<file path="src/rtl/dual_out_pkg.sv">
`timescale 1ns/1ps
package dual_out_pkg;

  localparam int ADDR_W = 2;

  localparam logic [ADDR_W-1:0] A_CMD  = 2'd0;
  localparam logic [ADDR_W-1:0] A_MODE = 2'd1;
  localparam logic [ADDR_W-1:0] A_SLEW = 2'd2;
  localparam logic [ADDR_W-1:0] A_PWR  = 2'd3;

  typedef enum logic [1:0] {
    MODE_PIN = 2'b00,
    MODE_CMD = 2'b01,
    MODE_OR  = 2'b10,
    MODE_AND = 2'b11
  } comb_mode_e;

  typedef enum logic [1:0] {
    PWR_RUN   = 2'b00,
    PWR_SLEEP = 2'b01,
    PWR_WAKE  = 2'b10
  } pwr_state_e;

  function automatic logic combine(comb_mode_e m, logic pin, logic bit_v);
    logic r;
    case (m)
      MODE_PIN: r = pin;
      MODE_CMD: r = bit_v;
      MODE_OR:  r = pin | bit_v;
      default:  r = pin & bit_v;
    endcase
    return r;
  endfunction

endpackage

</file>
<file path="src/rtl/dual_out_sync.sv">
`timescale 1ns/1ps
module dual_out_sync #(
  parameter int WIDTH = 2
) (
  input  logic             clk,
  input  logic             rst,
  input  logic [WIDTH-1:0] d_i,
  output logic [WIDTH-1:0] q_o
);

  logic [WIDTH-1:0] meta_q;

  always_ff @(posedge clk) begin
    if (rst) begin
      meta_q <= '0;
      q_o    <= '0;
    end else begin
      meta_q <= d_i;
      q_o    <= meta_q;
    end
  end

endmodule

</file>
<file path="src/rtl/dual_out_regs.sv">
`timescale 1ns/1ps
module dual_out_regs #(
  parameter int NCH = 2
) (
  input  logic             clk,
  input  logic             rst,
  input  logic             cmd_we_i,
  input  logic             mode_we_i,
  input  logic             slew_we_i,
  input  logic             clr_cmd_i,
  input  logic [NCH-1:0]   cmd_wdata_i,
  input  logic [2*NCH-1:0] mode_wdata_i,
  input  logic [NCH-1:0]   slew_wdata_i,
  output logic [NCH-1:0]   cmd_q,
  output logic [2*NCH-1:0] mode_q,
  output logic [NCH-1:0]   slew_q
);

  // Command register: cleared on sleep entry, otherwise written normally
  always_ff @(posedge clk) begin
    if (rst) begin
      cmd_q <= '0;
    end else if (clr_cmd_i) begin
      cmd_q <= '0;
    end else if (cmd_we_i) begin
      cmd_q <= cmd_wdata_i;
    end
  end

  // Mode and slew registers: retained across sleep
  always_ff @(posedge clk) begin
    if (rst) begin
      mode_q <= '0;
      slew_q <= '0;
    end else begin
      if (mode_we_i) mode_q <= mode_wdata_i;
      if (slew_we_i) slew_q <= slew_wdata_i;
    end
  end

endmodule

</file>
<file path="src/rtl/dual_out_pwr.sv">
`timescale 1ns/1ps
module dual_out_pwr
  import dual_out_pkg::*;
#(
  parameter int WAKE_CYCLES = 20000
) (
  input  logic       clk,
  input  logic       rst,
  input  logic       sleep_req_i,
  input  logic       wake_req_i,
  output pwr_state_e state_o,
  output logic       run_o,
  output logic       biased_o
);

  localparam int CNT_W = (WAKE_CYCLES < 2) ? 1 : $clog2(WAKE_CYCLES);
  localparam logic [CNT_W-1:0] CNT_LAST = CNT_W'(WAKE_CYCLES - 1);

  pwr_state_e       state_q;
  logic [CNT_W-1:0] cnt_q;

  always_ff @(posedge clk) begin
    if (rst) begin
      state_q <= PWR_RUN;
      cnt_q   <= '0;
    end else if (sleep_req_i) begin
      state_q <= PWR_SLEEP;
      cnt_q   <= '0;
    end else begin
      case (state_q)
        PWR_SLEEP: begin
          if (wake_req_i) begin
            state_q <= PWR_WAKE;
            cnt_q   <= '0;
          end
        end
        PWR_WAKE: begin
          if (cnt_q == CNT_LAST) begin
            state_q <= PWR_RUN;
          end else begin
            cnt_q <= cnt_q + 1'b1;
          end
        end
        PWR_RUN: ;
        default: state_q <= PWR_SLEEP;
      endcase
    end
  end

  assign state_o  = state_q;
  assign run_o    = (state_q == PWR_RUN);
  assign biased_o = (state_q != PWR_SLEEP);

endmodule

</file>
<file path="src/rtl/dual_out_chan.sv">
`timescale 1ns/1ps
module dual_out_chan
  import dual_out_pkg::*;
#(
  parameter int CODE_W   = 4,
  parameter int SR1_CODE = 3,
  parameter int SR2_CODE = 10
) (
  input  logic              clk,
  input  logic              rst,
  input  logic              run_i,
  input  logic              biased_i,
  input  logic              pin_i,
  input  logic              cmd_i,
  input  comb_mode_e        mode_i,
  input  logic              slew_sel_i,
  input  logic              lim2_i,
  output logic              gate_o,
  output logic              slew_o,
  output logic [CODE_W-1:0] code_o
);

  localparam logic [CODE_W-1:0] CODE_A = CODE_W'(SR1_CODE);
  localparam logic [CODE_W-1:0] CODE_B = CODE_W'(SR2_CODE);

  logic              gate_d;
  logic [CODE_W-1:0] code_d;

  always_comb begin
    gate_d = run_i & combine(mode_i, pin_i, cmd_i);
    if (biased_i && lim2_i) begin
      code_d = slew_sel_i ? CODE_B : CODE_A;
    end else begin
      code_d = '0;
    end
  end

  always_ff @(posedge clk) begin
    if (rst) begin
      gate_o <= 1'b0;
      slew_o <= 1'b0;
      code_o <= '0;
    end else begin
      gate_o <= gate_d;
      slew_o <= slew_sel_i;
      code_o <= code_d;
    end
  end

endmodule

</file>
<file path="src/rtl/dual_out_ctrl.sv">
`timescale 1ns/1ps
module dual_out_ctrl
  import dual_out_pkg::*;
#(
  parameter int NCH         = 2,
  parameter int WAKE_CYCLES = 20000,
  parameter int CODE_W      = 4,
  parameter int SR1_CODE    = 3,
  parameter int SR2_CODE    = 10
) (
  input  logic                  clk,
  input  logic                  rst,
  input  logic [NCH-1:0]        pin_i,
  input  logic                  wr_en_i,
  input  logic [1:0]            wr_addr_i,
  input  logic [2*NCH-1:0]      wr_data_i,
  input  logic [NCH-1:0]        lim2_i,
  output logic [NCH-1:0]        gate_o,
  output logic [NCH-1:0]        slew_o,
  output logic [NCH*CODE_W-1:0] ovld_code_o,
  output logic                  bias_en_o
);

  logic [NCH-1:0]   pin_s;
  logic [NCH-1:0]   cmd_bits;
  logic [2*NCH-1:0] mode_bits;
  logic [NCH-1:0]   slew_bits;
  logic             wr_cmd, wr_mode, wr_slew, wr_pwr;
  logic             sleep_req, wake_req;
  pwr_state_e       pwr_state;
  logic             run, biased;

  // Write decode
  assign wr_cmd    = wr_en_i && (wr_addr_i == A_CMD);
  assign wr_mode   = wr_en_i && (wr_addr_i == A_MODE);
  assign wr_slew   = wr_en_i && (wr_addr_i == A_SLEW);
  assign wr_pwr    = wr_en_i && (wr_addr_i == A_PWR);
  assign sleep_req = wr_pwr && wr_data_i[0];
  assign wake_req  = wr_pwr && wr_data_i[1] && !wr_data_i[0];

  dual_out_sync #(.WIDTH(NCH)) sync_i (
    .clk (clk),
    .rst (rst),
    .d_i (pin_i),
    .q_o (pin_s)
  );

  dual_out_regs #(.NCH(NCH)) regs_i (
    .clk          (clk),
    .rst          (rst),
    .cmd_we_i     (wr_cmd),
    .mode_we_i    (wr_mode),
    .slew_we_i    (wr_slew),
    .clr_cmd_i    (sleep_req),
    .cmd_wdata_i  (wr_data_i[NCH-1:0]),
    .mode_wdata_i (wr_data_i),
    .slew_wdata_i (wr_data_i[NCH-1:0]),
    .cmd_q        (cmd_bits),
    .mode_q       (mode_bits),
    .slew_q       (slew_bits)
  );

  dual_out_pwr #(.WAKE_CYCLES(WAKE_CYCLES)) pwr_i (
    .clk         (clk),
    .rst         (rst),
    .sleep_req_i (sleep_req),
    .wake_req_i  (wake_req),
    .state_o     (pwr_state),
    .run_o       (run),
    .biased_o    (biased)
  );

  for (genvar k = 0; k < NCH; k++) begin : g_chan
    dual_out_chan #(
      .CODE_W   (CODE_W),
      .SR1_CODE (SR1_CODE),
      .SR2_CODE (SR2_CODE)
    ) chan_i (
      .clk        (clk),
      .rst        (rst),
      .run_i      (run),
      .biased_i   (biased),
      .pin_i      (pin_s[k]),
      .cmd_i      (cmd_bits[k]),
      .mode_i     (comb_mode_e'(mode_bits[2*k +: 2])),
      .slew_sel_i (slew_bits[k]),
      .lim2_i     (lim2_i[k]),
      .gate_o     (gate_o[k]),
      .slew_o     (slew_o[k]),
      .code_o     (ovld_code_o[k*CODE_W +: CODE_W])
    );
  end

  always_ff @(posedge clk) begin
    if (rst) bias_en_o <= 1'b1;
    else     bias_en_o <= biased;
  end

endmodule

</file>
<file path="config.mk">
export PLATFORM = sky130hd
export DESIGN_NAME = dual_out_ctrl
export DESIGN_NICKNAME = d
export VERILOG_FILES = /design/src/rtl/dual_out_pkg.sv /design/src/rtl/dual_out_sync.sv /design/src/rtl/dual_out_regs.sv /design/src/rtl/dual_out_pwr.sv /design/src/rtl/dual_out_chan.sv /design/src/rtl/dual_out_ctrl.sv
export SDC_FILE = /design/constraint.sdc
export NUM_CORES = 1
export LEC_CHECK = 0
export ABC_AREA = 1
export BUFFER_PORTS_ARGS = -buffer_cell sky130_fd_sc_hd__clkbuf_2
export CORE_ASPECT_RATIO = 0.9
export CORE_MARGIN = 3
export CORE_UTILIZATION = 43
export CTS_BUF_LIST = sky130_fd_sc_hd__clkbuf_4 sky130_fd_sc_hd__clkbuf_8 sky130_fd_sc_hd__clkbuf_16
export DETAILED_ROUTE_END_ITERATION = 10
export SKIP_CTS_REPAIR_TIMING = 1
export SYNTH_ARGS = -nofsm -noshare
export SYNTH_HDL_FRONTEND = slang
export SYNTH_SLANG_ARGS = --single-unit
</file>
<file path="constraint.sdc">
create_clock -name clk -period 2.85 [get_ports clk]
set_clock_uncertainty 0.15 [all_clocks]
set_input_delay 0.855 -clock clk [delete_from_list [all_inputs] [get_ports clk]]
set_output_delay 0.855 -clock clk [all_outputs]
set_load 0.02 [all_outputs]
</file>
==> reports/qor.txt, run 1 <==
status: finished clean
unrepaired setup endpoints after global routing: false
R2R setup slack: 1.03 ns
initial antenna violation count: 0
critical path type: in -> reg
Ys Warns: 0
DIE WIDTH: 78.1 um
GP Congestion: 0.848
startpoint types: primary input
Via Count: 1703
final setup violation count: 0
# port buffers: 23
Clock Sinks: 40
Worst Hold End: sync_i.q_o[0]
post-DR vias/cell: 4.63
number of distinct library cells after synthesis: 30
share of post-route cells with drive strength above 1: 0.175
synthesized flop and latch total: 40
mean post-synth cell area: 7.06 um^2
Crit Reg-Reg Startpoint: pwr_i.cnt_q[0]
final instance area: 0.00226 mm^2
pwr/cell area: 578 mW/mm^2
Final WS setup: 0.855 ns
max cap viols: 0
sequential share of the synthesized area: 0.398
Largest stage delay, worst path: 0.35 ns
Max VDD drop: 0.341 mV
Hold Path Origin: sync_i.meta_q[0]
DP HPWL: 2.99 mm
Area Overhead vs Synth: 12.5%
Worst path slowest cell: nor2_1
Setup WS pre-CTS: 0.549 ns
number of global-route vias before repair: 1470
nets@finish: 324
Fin. Hold Viols: 0
largest net degree at the start of global routing: 18
WP data required: 2.91 ns
Residual DRC: 0
DRT Pass-1 Iters: 5
initial core utilization: 0.468
Hold Crit Depth: 2
Pleak: 0.944 nW
CP arrival: 2.05 ns
endpoint class of the critical path: flop
Worst Hold Class: reg -> reg
setup tns final: 0 ns
Die Ht: 70.9 um
total wire length: 3.91 mm
Reg2Reg Depth: 8
Fmax: 501 MHz
# H-tree levels: 2
synthesized area: 0.00201 mm^2
Clock Tree Buf Depth: 2
CTS tree: done
Most common cell on crit path: nor2_1
CP cell instances: clkbuf_2, nand3_1, nor2_1, nor2_1, inv_1, a21oi_1
power consumption: 1.31 mW
cells after synthesis: 285
Clock Latency Late Sink: 0.28 ns
CTS Buf Count: 5
DP Area: 0.00214 mm^2
reg-to-reg critical path endpoint: pwr_i.cnt_q[8]
n_diodes: 0
FILL cells: 459
CP max FO: 12
DRT antenna net count: 0
total track usage: 0.154
min Tclk post-route: 1.99 ns
Starting DRT DRC Count: 104
I/O pins: 26
Clk pin slew, worst setup/hold paths: 0.07 ns
core region area: 0.00429 mm^2
total grt overflow: 0
die area: 0.00553 mm^2
FP Rows: 22
root buffer cell: clkbuf_8
first-pass GRT wire length: 6.91 mm
Routed wire per std cell: 10.6 um
period utilisation layout: 0.700
Slew Limit Fails: 0
-- flip-flops by register name, summed over array words and instances, names as in the netlist --
register and flops:
pwr_i.cnt_q 15, regs_i.cmd_q 2, sync_i.meta_q 2, regs_i.slew_q 2
sync_i.q_o 2, g_chan.chan_i.slew_o 2, pwr_i.state_o 2, g_chan.chan_i.gate_o 2
regs_i.mode_q 4, g_chan.chan_i.code_o 6, bias_en_o 1
-- kinds of logic after synthesis --
| logic type | synth area share |
|---|---|
| AND/OR/NAND/NOR | 0.321 |
| buffers and inverters | 0.122 |
| flip-flops | 0.398 |
| AO/OA/AOI/OAI | 0.115 |
| XOR/XNOR | 0.0174 |
| adder cells (fa/ha/maj) | 0.0249 |
| other | 0.00187 |
-- Yosys cell counts, drive strengths merged --
master  instances  area [um^2]
clkbuf          1         3.75
nor2           48          216
nand2          68          273
inv            47          176
nand4           3         33.8
ha              4         50.1
xor2            4         35.0
nor3b           1         7.51
nor3            6         35.0
a21oi          25          151
a211oi          1         7.51
a221oi          1         8.76
nand3          15         80.1
dfxtp          40          801
conb            1         3.75
buf             8         65.1
o21a            1         7.51
o21ai          11         55.1
-- report_power, final --
group	total (mW)	switching, mW	internal [mW]	leakage (nW)
registers	0.593	0.00940	0.583	0.326
logic	0.215	0.150	0.0647	0.554
clock network	0.499	0.190	0.309	0.0645
-- cell type report --
type | count | area, um^2 | share of cell area
clock buffers | 7 | 96.3 | 0.0426
clock inverters | 1 | 30.0 | 0.0133
inverters | 47 | 176 | 0.0780
multi-input cells | 190 | 968 | 0.428
flip-flops and latches | 40 | 801 | 0.354
well taps | 60 | 75.1 | 0.0332
repair buffers | 23 | 115 | 0.0509
-- routing by layer --
metal,GRT usage,vias up,routed length [um]
met5,0,-,0
met1,0.230,751,2040
li1,-,921,-
met3,0.0369,2,174
met2,0.224,29,1670
met4,0.0350,0,22
-- how the worst max path moves through the flow --
stage,start,endpoint
final,wr_addr_i[0],regs_i.cmd_q[0]
after global routing,wr_addr_i[0],regs_i.cmd_q[0]
after CTS,wr_addr_i[0],regs_i.cmd_q[0]
after detailed placement,wr_addr_i[0],regs_i.cmd_q[0]
after global placement,wr_addr_i[0],pwr_i.cnt_q[3]
after floorplan,rst,pwr_i.cnt_q[1]
-- worst max-delay path, delay by kind of cell --
kind                   cells  cell delay, ns
and+or+nand+nor            3            0.54
buffers and inverters      2            0.45
AOI/OAI and AO/OA          1            0.20
-- per-stage QoR --
step                      utilization  hold slack, ns  cells
after detailed placement        0.497           0.250    360
after global placement          0.497           0.248    360
after CTS                       0.527           0.261    368
after floorplan                     -           0.238    286
final                           0.527           0.258    368
after global routing            0.527           0.274    368
-- cell usage in the layout, fill, tap and decap left out, drive strengths merged, types with 2 or more instances in the layout --
cell type / instances
nor2: 48
clkbuf: 30
nand2: 68
a21oi: 25
nand3: 15
inv: 47
xor2: 4
conb: 2
ha: 4
o21ai: 11
nor3: 6
nand4: 3
dfxtp: 40
No activity file was read; power rests on OpenSTA's default activity.
==> run 2, diff against run 1 <==
==> constraint.sdc (replaced) <==
create_clock -name clk -period 1.9 [get_ports clk]
set_clock_uncertainty 0.15 [all_clocks]
set_input_delay 0.57 -clock clk [delete_from_list [all_inputs] [get_ports clk]]
set_output_delay 0.57 -clock clk [all_outputs]
set_load 0.02 [all_outputs]
==> run 2 against run 1 <==
  * Count of clock-buffer cells in the layout decreased by 1
  * Setup slack got worse by 0.66 ns
  * Power increased by 49%
  * Sequential power increased by 50%
  * Die area unchanged
  * Critical path depth increased by 2
  * Non-clock buffer count increased by 10
  * Clock power increased by 40%
  * Combinational power increased by 68%
  * Final cell count increased by 2.7%
  * Critical path type is now reg -> reg
  * Highest routed layer unchanged
==> reports/qor.txt, run 2 (synthesis results as in run 1) <==
setup tns final: 0 ns (unchanged)
DRT antenna net count: 0 (unchanged)
Slew Limit Fails: 0 (unchanged)
initial core utilization: 0.468 (unchanged)
Most common cell on crit path: nand2_1
n_diodes: 0 (unchanged)
CP cell instances: ha_1, nand2_1, nor3_4, nand2_1, inv_2, nand2_1, a21oi_1, nor2_1
largest registers: pwr_i.cnt_q x15, g_chan.chan_i.code_o x6, regs_i.mode_q x4
unrepaired setup endpoints after global routing: false
sequential share of power: 0.456 (+0.002)
Routed wire per std cell: 11.0 um (+4.0%)
Setup WS pre-CTS: 0.0275 ns (-0.522 ns)
core region area: 0.00429 mm^2 (unchanged)
CP arrival: 1.74 ns (-0.31 ns)
WP data required: 1.94 ns (-0.97 ns)
endpoint class of the critical path: flop
DP HPWL: 3.17 mm (+6.0%)
Die Ht: 70.9 um (unchanged)
final setup violation count: 0 (unchanged)
Max VDD drop: 0.452 mV (+33%)
Worst Hold Class: reg -> reg
Pint: 1.40 mW (+47%)
Fmax: 587 MHz
status: finished clean
max cap viols: 0 (unchanged)
total wire length: 4.17 mm (+6.8%)
total track usage: 0.166 (+0.0120)
Finished Core Util: 0.545 (+0.0181)
Worst path slowest cell: dfxtp_1
Clock Tree Buf Depth: 2 (unchanged)
pwr/cell area: 834 mW/mm^2 (+44%)
FP Rows: 22 (unchanged)
commonest non-fill, non-tap cell in the layout: nand2_1
Clk pin slew, worst setup/hold paths: 0.08 ns (about the same)
first-pass GRT wire length: 7.33 mm (+6.0%)
Final Non-Filler Cells: 378 (+2.7%)
total grt overflow: 0 (unchanged)
GP Congestion: 0.827 (-2.6%)
root buffer cell: clkbuf_8
Starting DRT DRC Count: 64 (-38%)
initial antenna violation count: 0 (unchanged)
post-DR vias/cell: 4.56 (-1.4%)
share of post-route cells with drive strength above 1: 0.204 (+0.0291)
switching pwr: 549 uW (+57%)
Largest stage delay, worst path: 0.38 ns (+0.03 ns)
CTS tree: done
Top delay family on crit path: simple AND/OR/NAND/NOR gates
DIE WIDTH: 78.1 um (unchanged)
power consumption: 1.95 mW (+49%)
CTS Buf Count: 5 (unchanged)
DRT Pass-1 Iters: 4 (-1)
max reg flops: 15 (unchanged)
largest reg by FF count: pwr_i.cnt_q
Combinational Power Share: 0.185 (+0.020)
I/O pins: 26 (unchanged)
Final WS setup: 0.195 ns (-0.660 ns)
CP Buf/Inv Count: 1 (-1)
largest net degree at the start of global routing: 18 (unchanged)
dpl cells: 370 (+2.8%)
most frequent cells in the layout: nand2_1 (63), inv_1 (44), nor2_1 (42)
# H-tree levels: 2 (unchanged)
CP max FO: 4 (-8)
die area: 0.00553 mm^2 (unchanged)
Via Count: 1725 (+1.3%)
nets@finish: 334 (+3.1%)
# port buffers: 23 (unchanged)
Pleak: 1.00 nW (+6.4%)
Residual DRC: 0 (unchanged)
final instance area: 0.00234 mm^2 (+3.4%)
critical path type: reg -> reg
Area Overhead vs Synth: 16.4%
Clock Latency Late Sink: 0.29 ns (about the same)
Worst Hold Slack: 0.258 ns (-0.000127 ns)
period utilisation layout: 0.897
number of global-route vias before repair: 1621 (+10%)
Fin. Hold Viols: 0 (unchanged)
startpoint types: flop
min Tclk post-route: 1.70 ns
DP Area: 0.00221 mm^2 (+3.5%)
Sw Share: 0.281 (+0.0140)
Clock Sinks: 40 (unchanged)
clock share of power: 0.359 (-0.023)
[run 2: per-layer routing]
metal / GRT usage / routed length (um) / vias up
met5: 0 / 0 / -
met4: 0.0718 / 70 / 0
met3: 0.0382 / 128 / 6
met2: 0.244 / 1710 / 24
met1: 0.233 / 2260 / 751
li1: - / - / 944
[run 2: path summary, 6_finish.rpt]
path                           to  slack [ns]        startpoint  cells after the start
setup / recovery  pwr_i.cnt_q[10]        0.20    pwr_i.cnt_q[1]                      8
setup reg to reg  pwr_i.cnt_q[10]        0.20    pwr_i.cnt_q[1]                      8
hold reg to reg     sync_i.q_o[0]        0.26  sync_i.meta_q[0]                      2
hold / removal      sync_i.q_o[0]        0.26  sync_i.meta_q[0]                      2
[run 2: tightest hold or removal path, cell delays in order (launching register included)]
cell and delay [ns]:
dfxtp_1 0.30, inv_1 0.04, nor2_1 0.03
[run 2: cell type report]
cell class | count | area [um^2]
Multi-Input combinational cell | 190 | 986
Clock buffer | 6 | 76.3
Sequential cell | 40 | 801
Tap cell | 60 | 75.1
Fill cell | 454 | 1950
Inverter | 47 | 176
Timing Repair Buffer | 33 | 190
Clock inverter | 2 | 35.0
[run 2: power groups by stage]
stage	clock [mW]	sequential (mW)	combinational, mW
2_1_floorplan	0	0.924	0.252
3_3_place_gp	0	0.909	0.346
3_5_place_dp	0	0.910	0.349
4_1_cts	0.722	0.890	0.351
5_1_grt	0.753	0.895	0.402
6_report	0.700	0.890	0.362
